<file path="config.mk">
export PLATFORM = sky130hd
export DESIGN_NAME = fpm_strobe_decoder
export DESIGN_NICKNAME = d
export VERILOG_FILES = /design/src/rtl/fpm_pkg.sv /design/src/rtl/fpm_strobe_sampler.sv /design/src/rtl/fpm_cell_array.sv /design/src/rtl/fpm_refresh_ctr.sv /design/src/rtl/fpm_strobe_decoder.sv
export SDC_FILE = /design/constraint.sdc
export NUM_CORES = 1
export LEC_CHECK = 0
export ABC_AREA = 1
export BUFFER_PORTS_ARGS = -buffer_cell sky130_fd_sc_hd__buf_4
export CAP_MARGIN = 25
export CORE_MARGIN = 2
export CORE_UTILIZATION = 60
export CTS_BUF_LIST = sky130_fd_sc_hd__clkbuf_16
export CTS_CLUSTER_DIAMETER = 40
export DETAILED_ROUTE_END_ITERATION = 10
export PLACE_DENSITY_LB_ADDON = 0.05
export REMOVE_ABC_BUFFERS = 1
export SLEW_MARGIN = 10
export SYNTH_ARGS = -nofsm -noshare
export SYNTH_HDL_FRONTEND = slang
export SYNTH_HIERARCHICAL = 1
export SYNTH_SLANG_ARGS = --single-unit
</file>
<file path="constraint.sdc">
create_clock -name clk -period 3 [get_ports clk]
set_input_delay 0.6 -clock clk [delete_from_list [all_inputs] [get_ports clk]]
set_output_delay 0.6 -clock clk [all_outputs]
set_load 0.01 [all_outputs]
</file>
<file path="src/rtl/fpm_pkg.sv">
package fpm_pkg;
  typedef enum logic [2:0] {
    CYC_NONE     = 3'd0,
    CYC_READ     = 3'd1,
    CYC_EARLY_WR = 3'd2,
    CYC_LATE_WR  = 3'd3,
    CYC_RMW      = 3'd4,
    CYC_RAS_ONLY = 3'd5,
    CYC_CBR      = 3'd6,
    CYC_HIDDEN   = 3'd7
  } cyc_kind_e;
endpackage

</file>
<file path="src/rtl/fpm_strobe_sampler.sv">
module fpm_strobe_sampler #(
  parameter int N = 3
) (
  input  logic         clk,
  input  logic         rst_n,
  input  logic [N-1:0] lvl,
  output logic [N-1:0] lvl_q
);
  // Idle level of every strobe is high.
  always_ff @(posedge clk) begin
    if (!rst_n) lvl_q <= '1;
    else        lvl_q <= lvl;
  end
endmodule

</file>
<file path="src/rtl/fpm_cell_array.sv">
module fpm_cell_array #(
  parameter int AW = 6,
  parameter int DW = 4
) (
  input  logic          clk,
  input  logic          wr_en,
  input  logic [AW-1:0] wr_addr,
  input  logic [DW-1:0] wr_data,
  input  logic [AW-1:0] rd_addr,
  output logic [DW-1:0] rd_data
);
  localparam int DEPTH = 1 << AW;
  logic [DW-1:0] cells [DEPTH];

  always_ff @(posedge clk) begin
    if (wr_en) cells[wr_addr] <= wr_data;
  end

  assign rd_data = cells[rd_addr];
endmodule

</file>
<file path="src/rtl/fpm_refresh_ctr.sv">
module fpm_refresh_ctr #(
  parameter int W = 3
) (
  input  logic         clk,
  input  logic         rst_n,
  input  logic         step,
  output logic [W-1:0] row
);
  always_ff @(posedge clk) begin
    if (!rst_n)    row <= '0;
    else if (step) row <= row + 1'b1;
  end
endmodule

</file>
<file path="src/rtl/fpm_strobe_decoder.sv">
module fpm_strobe_decoder
  import fpm_pkg::*;
#(
  parameter int ADDR_W = 3,
  parameter int DATA_W = 4
) (
  input  logic              clk,
  input  logic              rst_n,
  input  logic              ras_n,
  input  logic              cas_n,
  input  logic              we_n,
  input  logic              oe_n,
  input  logic [ADDR_W-1:0] addr,
  input  logic [DATA_W-1:0] dq_in,
  output logic [DATA_W-1:0] dq_out,
  output logic              dq_oe,
  output logic              cyc_valid,
  output logic [2:0]        cyc_kind,
  output logic [ADDR_W-1:0] refresh_row
);
  localparam int CELL_AW = 2 * ADDR_W;

  // previous sampled strobe levels
  logic [2:0] strobe_q;
  logic ras_q, cas_q, we_q;

  fpm_strobe_sampler #(.N(3)) u_sampler (
    .clk   (clk),
    .rst_n (rst_n),
    .lvl   ({ras_n, cas_n, we_n}),
    .lvl_q (strobe_q)
  );
  assign {ras_q, cas_q, we_q} = strobe_q;

  // per-access state
  logic [ADDR_W-1:0] row_q, col_q;
  logic cbr_q;      // current row-low period is a refresh
  logic seen_q;     // a column access occurred in this row-low period
  logic col_ok_q;   // column latched in this column-low period
  logic wrote_q;    // write already done in this column-low period
  logic valid_q;    // read data held
  logic shown_q;    // held data was driven at least once
  logic [DATA_W-1:0] dout_q;
  logic oe_drv_q;
  logic rep_q;
  cyc_kind_e kind_q;

  // edges
  logic ras_fall, ras_rise, cas_fall, cas_rise, we_fall;
  assign ras_fall = ras_q & ~ras_n;
  assign ras_rise = ~ras_q & ras_n;
  assign cas_fall = cas_q & ~cas_n;
  assign cas_rise = ~cas_q & cas_n;
  assign we_fall  = we_q & ~we_n;

  // events
  logic cbr_ev, acc, rd_ev, ew_ev, wr_late, ro_ev, any_ev, valid_nxt;
  cyc_kind_e kind_nxt;

  assign cbr_ev  = ras_fall & ~cas_n;
  assign acc     = ~ras_n & ~cbr_q & ~cbr_ev;
  assign rd_ev   = cas_fall & acc & we_n;
  assign ew_ev   = cas_fall & acc & ~we_n;
  assign wr_late = we_fall & ~cas_n & ~cas_fall & acc & col_ok_q & ~wrote_q;
  assign ro_ev   = ras_rise & ~cbr_q & ~seen_q;
  assign any_ev  = cbr_ev | rd_ev | ew_ev | wr_late | ro_ev;

  always_comb begin
    if (rd_ev)                   valid_nxt = 1'b1;
    else if (cas_rise | wr_late) valid_nxt = 1'b0;
    else                         valid_nxt = valid_q;
  end

  always_comb begin
    kind_nxt = CYC_NONE;
    if (cbr_ev)       kind_nxt = valid_q ? CYC_HIDDEN : CYC_CBR;
    else if (rd_ev)   kind_nxt = CYC_READ;
    else if (ew_ev)   kind_nxt = CYC_EARLY_WR;
    else if (wr_late) kind_nxt = shown_q ? CYC_RMW : CYC_LATE_WR;
    else if (ro_ev)   kind_nxt = CYC_RAS_ONLY;
  end

  // storage
  logic [DATA_W-1:0]  rd_word;
  logic [CELL_AW-1:0] wr_cell;
  assign wr_cell = ew_ev ? {row_q, addr} : {row_q, col_q};

  fpm_cell_array #(.AW(CELL_AW), .DW(DATA_W)) u_cells (
    .clk     (clk),
    .wr_en   (ew_ev | wr_late),
    .wr_addr (wr_cell),
    .wr_data (dq_in),
    .rd_addr ({row_q, addr}),
    .rd_data (rd_word)
  );

  fpm_refresh_ctr #(.W(ADDR_W)) u_refresh (
    .clk   (clk),
    .rst_n (rst_n),
    .step  (cbr_ev),
    .row   (refresh_row)
  );

  always_ff @(posedge clk) begin
    if (!rst_n) begin
      row_q    <= '0;
      col_q    <= '0;
      cbr_q    <= 1'b0;
      seen_q   <= 1'b0;
      col_ok_q <= 1'b0;
      wrote_q  <= 1'b0;
      valid_q  <= 1'b0;
      shown_q  <= 1'b0;
      dout_q   <= '0;
      oe_drv_q <= 1'b0;
      rep_q    <= 1'b0;
      kind_q   <= CYC_NONE;
    end else begin
      if (ras_fall && !cbr_ev) row_q <= addr;
      if (rd_ev | ew_ev)       col_q <= addr;
      if (rd_ev)               dout_q <= rd_word;

      if (cbr_ev)        cbr_q <= 1'b1;
      else if (ras_rise) cbr_q <= 1'b0;

      if (ras_fall)            seen_q <= 1'b0;
      else if (rd_ev | ew_ev)  seen_q <= 1'b1;

      if (rd_ev | ew_ev) col_ok_q <= 1'b1;
      else if (cas_rise) col_ok_q <= 1'b0;

      if (ew_ev | wr_late) wrote_q <= 1'b1;
      else if (cas_rise)   wrote_q <= 1'b0;

      if (cas_rise | rd_ev)          shown_q <= 1'b0;
      else if (valid_nxt && !oe_n)   shown_q <= 1'b1;
      if (rd_ev && !oe_n)            shown_q <= 1'b1;

      valid_q  <= valid_nxt;
      oe_drv_q <= valid_nxt & ~cas_n & ~oe_n;
      rep_q    <= any_ev;
      kind_q   <= kind_nxt;
    end
  end

  assign dq_out    = dout_q;
  assign dq_oe     = oe_drv_q;
  assign cyc_valid = rep_q;
  assign cyc_kind  = kind_q;
endmodule

</file>
==> run metrics, run 1 <==
clock period minus worst slack=2680 ps; layout cells sized above 1=11.1%; Post-DP Area=0.0123 mm2; WP buf/inv=2; Congestion Overflow GR=0; flops & latches, synth=283; Critical Path Max Stage Delay=470 ps; CTS HTree Levels=2; max-slew violations=0; DRC Markers=0; Top-Level Pins=25; first-pass GRT wire length=42.8 mm; # diodes=0; CP Cell Sequence=nand3_4, nand2_4, nor2_8, nand2_2, inv_2, nand2_1, o21ai_0, inv_1, nand4_1, nor2_1; Clk Latency, worst-skew pair=500 ps; clk_skew=15.5 ps; final core utilization=69.3%; Initial Util=61.3%; Tightest Hold Check Type=in -> reg; most common library cells after synthesis=nand2_1, edfxtp_1, nand3_1, nor2_1, inv_1; Post-synth EDFFs=256; maximum VDD drop=0.758 mV; Crit. End Element=flop; WP data required=3160 ps; antenna violations before repair=0; Static Leak=5.04 nW; syn avg cell area=10.9 um2; yosys warns=6; Total Routed Length=27.6 mm; CTS Sinks=283; Final Hold Fails=0; post_cts resized=0; area occupied by multi-input gates=0.00315 mm2; area leader, netlist=edfxtp_1; post-route design area=0.0135 mm2; slew margin rel.=49.1%; post-CTS setup buffer count=0; Pwr per Cell Area=675 mW/mm2; max_cap viols=0; most common cell in the netlist=nand2_1; core area=0.0195 mm2; FP Rows=51; number of DRC markers in iteration 0=702; vias in the first global route=7760; final worst-path cycle share=89.3%; Area contributors post-synth=edfxtp_1, nand2_1, nand3_1, dfxtp_1, buf_6; DIE HEIGHT=145 um; ANT nets after route=0; setup violators final=0; Final nets=1140; HPWL after detailed placement=16.3 mm; asr flop ratio synth=0%; nature of the critical path startpoint=flop; Die Width=145 um; Synth Cell Area=0.0119 mm2; Setup WS post-layout=321 ps; Seq/Total Area, Yosys=68.9%; worst slack, placed=-78.0 ps; CTS buffer count=34; crit path DAT=2840 ps; Worst Tran Pin Value=763 ps; Fill cells=1441; crit-path max FO=8; vias per cell=5.72; Synth Flop Type=edfxtp_1; routed vias=8110; RSZ-0062 raised after global routing=false; die area=0.0210 mm2; port bufs=24; Gate Count Post-Synth=1093; Clock Tree Root=clkbuf_16; CTS tree=built; status=finished, final reports clean; maximum achievable frequency=373 MHz; post-synth top area share=64.4%; Reg area=0.00823 mm2; GRT Overall Usage=26.5%; Top delay family on crit path=simple AND/OR/NAND/NOR gates; slowest cell on the critical path=nand4_1; Cell variety after synth=28; GPL Wtd Cong=0.858; Synth-to-Final Area Change=13.0%; WS Path Type=reg -> reg; pin count of the biggest net entering global routing=81; Hold Buf Count CTS=0; Clock Pin Slew Worst Setup and Hold Paths=50 ps; WL/cell=19.5 um; CTS max path bufs=3; DRT Pass-1 Iters=5
-- registers in the layout (all words and copies together) (netlist names) --
name	count
cbr_q	1
row_q	3
dq_oe	1
shown_q	1
cyc_kind	3
col_ok_q	1
col_q	3
seen_q	1
u_refresh/row	3
dq_out	4
u_cells/cells	256
wrote_q	1
cyc_valid	1
u_sampler/lvl_q	3
valid_q	1
-- layout make-up --
cell class	count	area share, %
well taps	265	2.46
clock buffers	37	6.86
flip-flops and latches	283	61.0
multi-input cells	716	23.3
repair buffers	55	3.34
clock inverters	25	1.99
inverters	36	1.01
-- per-layer routing --
metal | share of wire, % | track usage [%] | vias up | wire length, um
li1 | - | - | 3859 | -
met1 | 42 | 36.6 | 3926 | 11600
met2 | 49 | 44.0 | 279 | 13600
met3 | 6.9 | 4.72 | 46 | 1910
met4 | 2.0 | 6.91 | 0 | 551
met5 | 0 | 0 | - | 0
-- placed cells by master, fill, tap and decap left out --
master,instances
inv_1,35
a21oi_1,15
inv_4,2
a31oi_1,1
clkinv_1,2
ha_1,1
dfxtp_1,27
nand2_2,4
a211oi_1,1
o21a_1,1
bufinv_16,5
nor2_1,67
nand4_1,9
buf_4,52
or2_2,1
o21ai_0,7
nor2_2,1
nand3_1,236
inv_6,2
clkbuf_16,37
nand2_1,356
nand2_4,3
nor2_8,1
o21ai_1,2
nor4_1,8
inv_2,7
inv_8,1
clkinv_4,3
a21oi_2,1
buf_12,3
clkinv_2,3
nand3_4,1
clkinvlp_4,1
edfxtp_1,256
-- per-stage QoR --
| step | total power (W) | instances | setup TNS [ps] | hold WS, ps |
|---|---|---|---|---|
| final | 0.00910 | 1417 | 0 | 322 |
| after global routing | 0.00936 | 1417 | 0 | 329 |
| after CTS | 0.00915 | 1417 | 0 | 311 |
| after detailed placement | 0.00493 | 1355 | -1770 | 447 |
| after global placement | 0.00492 | 1355 | 0 | 447 |
| after floorplan | 0.00467 | 1035 | 0 | 424 |
-- final timing paths --
| path | cells after the start | to | startpoint | slack (ps) |
|---|---|---|---|---|
| max | 10 | u_cells/cells[56][2] | u_sampler/lvl_q[2] | 320 |
| min | 3 | u_sampler/lvl_q[2] | ras_n | 320 |
| max reg2reg | 10 | u_cells/cells[56][2] | u_sampler/lvl_q[2] | 320 |
| min reg2reg | 2 | col_q[2] | col_q[2] | 460 |
-- where the power goes --
group | switching (W) | internal, W | leakage (nW)
logic | 0.000378 | 0.000143 | 1.91
clock network | 0.00157 | 0.00268 | 0.609
registers | 0.0000156 | 0.00432 | 2.52
-- kinds of logic (layout without fill, tap and decap cells) --
family / Yosys count / count (layout) / synth area share [%]
fa+ha+maj: 1 / 1 / 0.105
simple gates: 687 / 687 / 25.0
compound gates: 28 / 28 / 1.26
buf+inv: 94 / 153 / 4.72
flops: 283 / 283 / 68.9
-- worst min-delay path, cell delays in order --
cell	delay [ps]
buf_4	90
inv_1	30
nand2_1	60
Note: power is estimated with default switching activity, not from simulation.
==> inputs of run 2 (changes only) <==
--- a/config.mk
+++ b/config.mk
@@ -9,7 +9,7 @@
 export BUFFER_PORTS_ARGS = -buffer_cell sky130_fd_sc_hd__buf_4
 export CAP_MARGIN = 25
 export CORE_MARGIN = 2
-export CORE_UTILIZATION = 60
+export CORE_UTILIZATION = 40
 export CTS_BUF_LIST = sky130_fd_sc_hd__clkbuf_16
 export CTS_CLUSTER_DIAMETER = 40
 export DETAILED_ROUTE_END_ITERATION = 10
==> constraint.sdc (replaced) <==
create_clock -name clk -period 3 [get_ports clk]
set_input_delay 0.15 -clock clk [delete_from_list [all_inputs] [get_ports clk]]
set_output_delay 0.15 -clock clk [all_outputs]
set_load 0.01 [all_outputs]
==> run 2 against run 1 <==
Effect of this change: register-to-register slack gained 30 ps; cell count grew 11%; sequential power about the same; power rose by 7.5%; critical endpoint is now u_cells/cells[9][1]; final area is 3.6% higher.
==> run metrics, run 2 (synthesized netlist as in run 1, its figures left out) <==
status=finished, final reports clean; RSZ-0062 raised after global routing=false; Congestion Overflow GR=0; WP data required=3170 ps; GPL Wtd Cong=0.786; HPWL after detailed placement=18.4 mm; CTS max path bufs=3; Top reg by flops=u_cells/cells; max_cap viols=0; CTS HTree Levels=2; final worst-path cycle share=89.6%; Pwr per Cell Area=700 mW/mm2; max reg flops=256; crit path DAT=2860 ps; nature of the critical path startpoint=input port; die area=0.0312 mm2; DRT Pass-1 Iters=5; Top-Level Pins=25; most frequent cells in the layout=nand2_1, edfxtp_1, nand3_1, nor2_1, buf_4; antenna violations before repair=0; GRT Overall Usage=19.9%; pin count of the biggest net entering global routing=65; FP Rows=63; ANT nets after route=0; WL/cell=19.6 um; DRC Markers=0; vias per cell=5.13; CTS tree=built; # diodes=0; Die Width=177 um; core area=0.0295 mm2; Clock Tree Root=clkbuf_16; maximum VDD drop=0.457 mV; Final Hold Fails=0; Tightest Hold Check Type=in -> reg; clk_skew=15.4 ps; Worst Tran Pin Value=813 ps; Post-DP Area=0.0125 mm2; Clock Pin Slew Worst Setup and Hold Paths=50 ps; crit-path max FO=9; commonest non-fill, non-tap cell in the layout=nand2_1; Synth-to-Final Area Change=17.1%; register-to-register setup slack=350 ps; CTS buffer count=42; WS Path Type=in -> reg; post-CTS setup buffer count=0; maximum achievable frequency=372 MHz; layout cells sized above 1=12.1%; routed vias=8046; vias in the first global route=7956; final setup TNS=0 ps; DIE HEIGHT=177 um; Initial Util=40.5%; Static Leak=5.19 nW; Total Routed Length=30.7 mm; clock period minus worst slack=2690 ps; Clk Latency, worst-skew pair=520 ps; number of DRC markers in iteration 0=517; Final nets=1159; slew margin rel.=45.8%; Crit. End Element=flop; Fill cells=2758; CTS Sinks=283; setup violators final=0; first-pass GRT wire length=46.7 mm; port bufs=24; max-slew violations=0; post-route design area=0.0140 mm2
==> run 2: repair_timing <==
action,in CTS,in global routing
hold endpoints to repair,21,0
setup endpoints to repair,0,180
gates resized for setup,0,1
hold buffers,9,0
==> run 2: final cells by class <==
cell class | instances | area [um2] | area share, %
Clock buffer | 43 | 1080 | 7.70
Timing Repair Buffer | 66 | 556 | 3.97
Multi-Input combinational cell | 716 | 3150 | 22.5
Sequential cell | 283 | 8230 | 58.9
Clock inverter | 33 | 345 | 2.47
Tap cell | 390 | 488 | 3.49
Inverter | 36 | 136 | 0.976
==> run 2: final timing paths <==
path / start / endpoint / cells after the start
worst min register to register: col_q[0] / col_q[0] / 2
worst max-delay path: cas_n / u_cells/cells[9][1] / 12
worst max register to register: cbr_q / u_cells/cells[9][1] / 10
worst min-delay path: addr[2] / row_q[2] / 3
==> run 2: worst max-delay path, stage by stage <==
cell and delay (ps):
dlygate4sd3_1 540, buf_4 160, inv_2 130, nand3_4 120
nand2_4 110, nor2_8 60, nand2_2 100, inv_2 70
o21ai_1 490, nand4_1 360, buf_4 270, nor2_1 290
==> run 2: per-layer routing <==
layer	part of all wire [%]	GRT usage, %
met5	0	0
met4	2.2	6.13
met3	4.0	3.09
met2	47	32.2
met1	47	27.8
==> run 2: metrics by stage <==
step / total power (W) / setup slack [ps] / utilization, % / std cells / hold slack (ps)
after floorplan: 0.00467 / 492 / - / 1035 / 219
after global placement: 0.00496 / 236 / 42.3 / 1482 / 353
after detailed placement: 0.00496 / 68.6 / 42.3 / 1482 / 354
after CTS: 0.00987 / 27.8 / 47.4 / 1567 / 4.11
after global routing: 0.0101 / 106 / 47.4 / 1567 / 36.2
final: 0.00978 / 311 / 47.4 / 1567 / 24.6
==> run 2: where the power goes <==
part           total, W  internal (W)  leakage [nW]  switching [W]
registers       0.00433       0.00432          2.52      0.0000161
logic          0.000547      0.000149          1.95       0.000398
clock network   0.00490       0.00314         0.715        0.00176
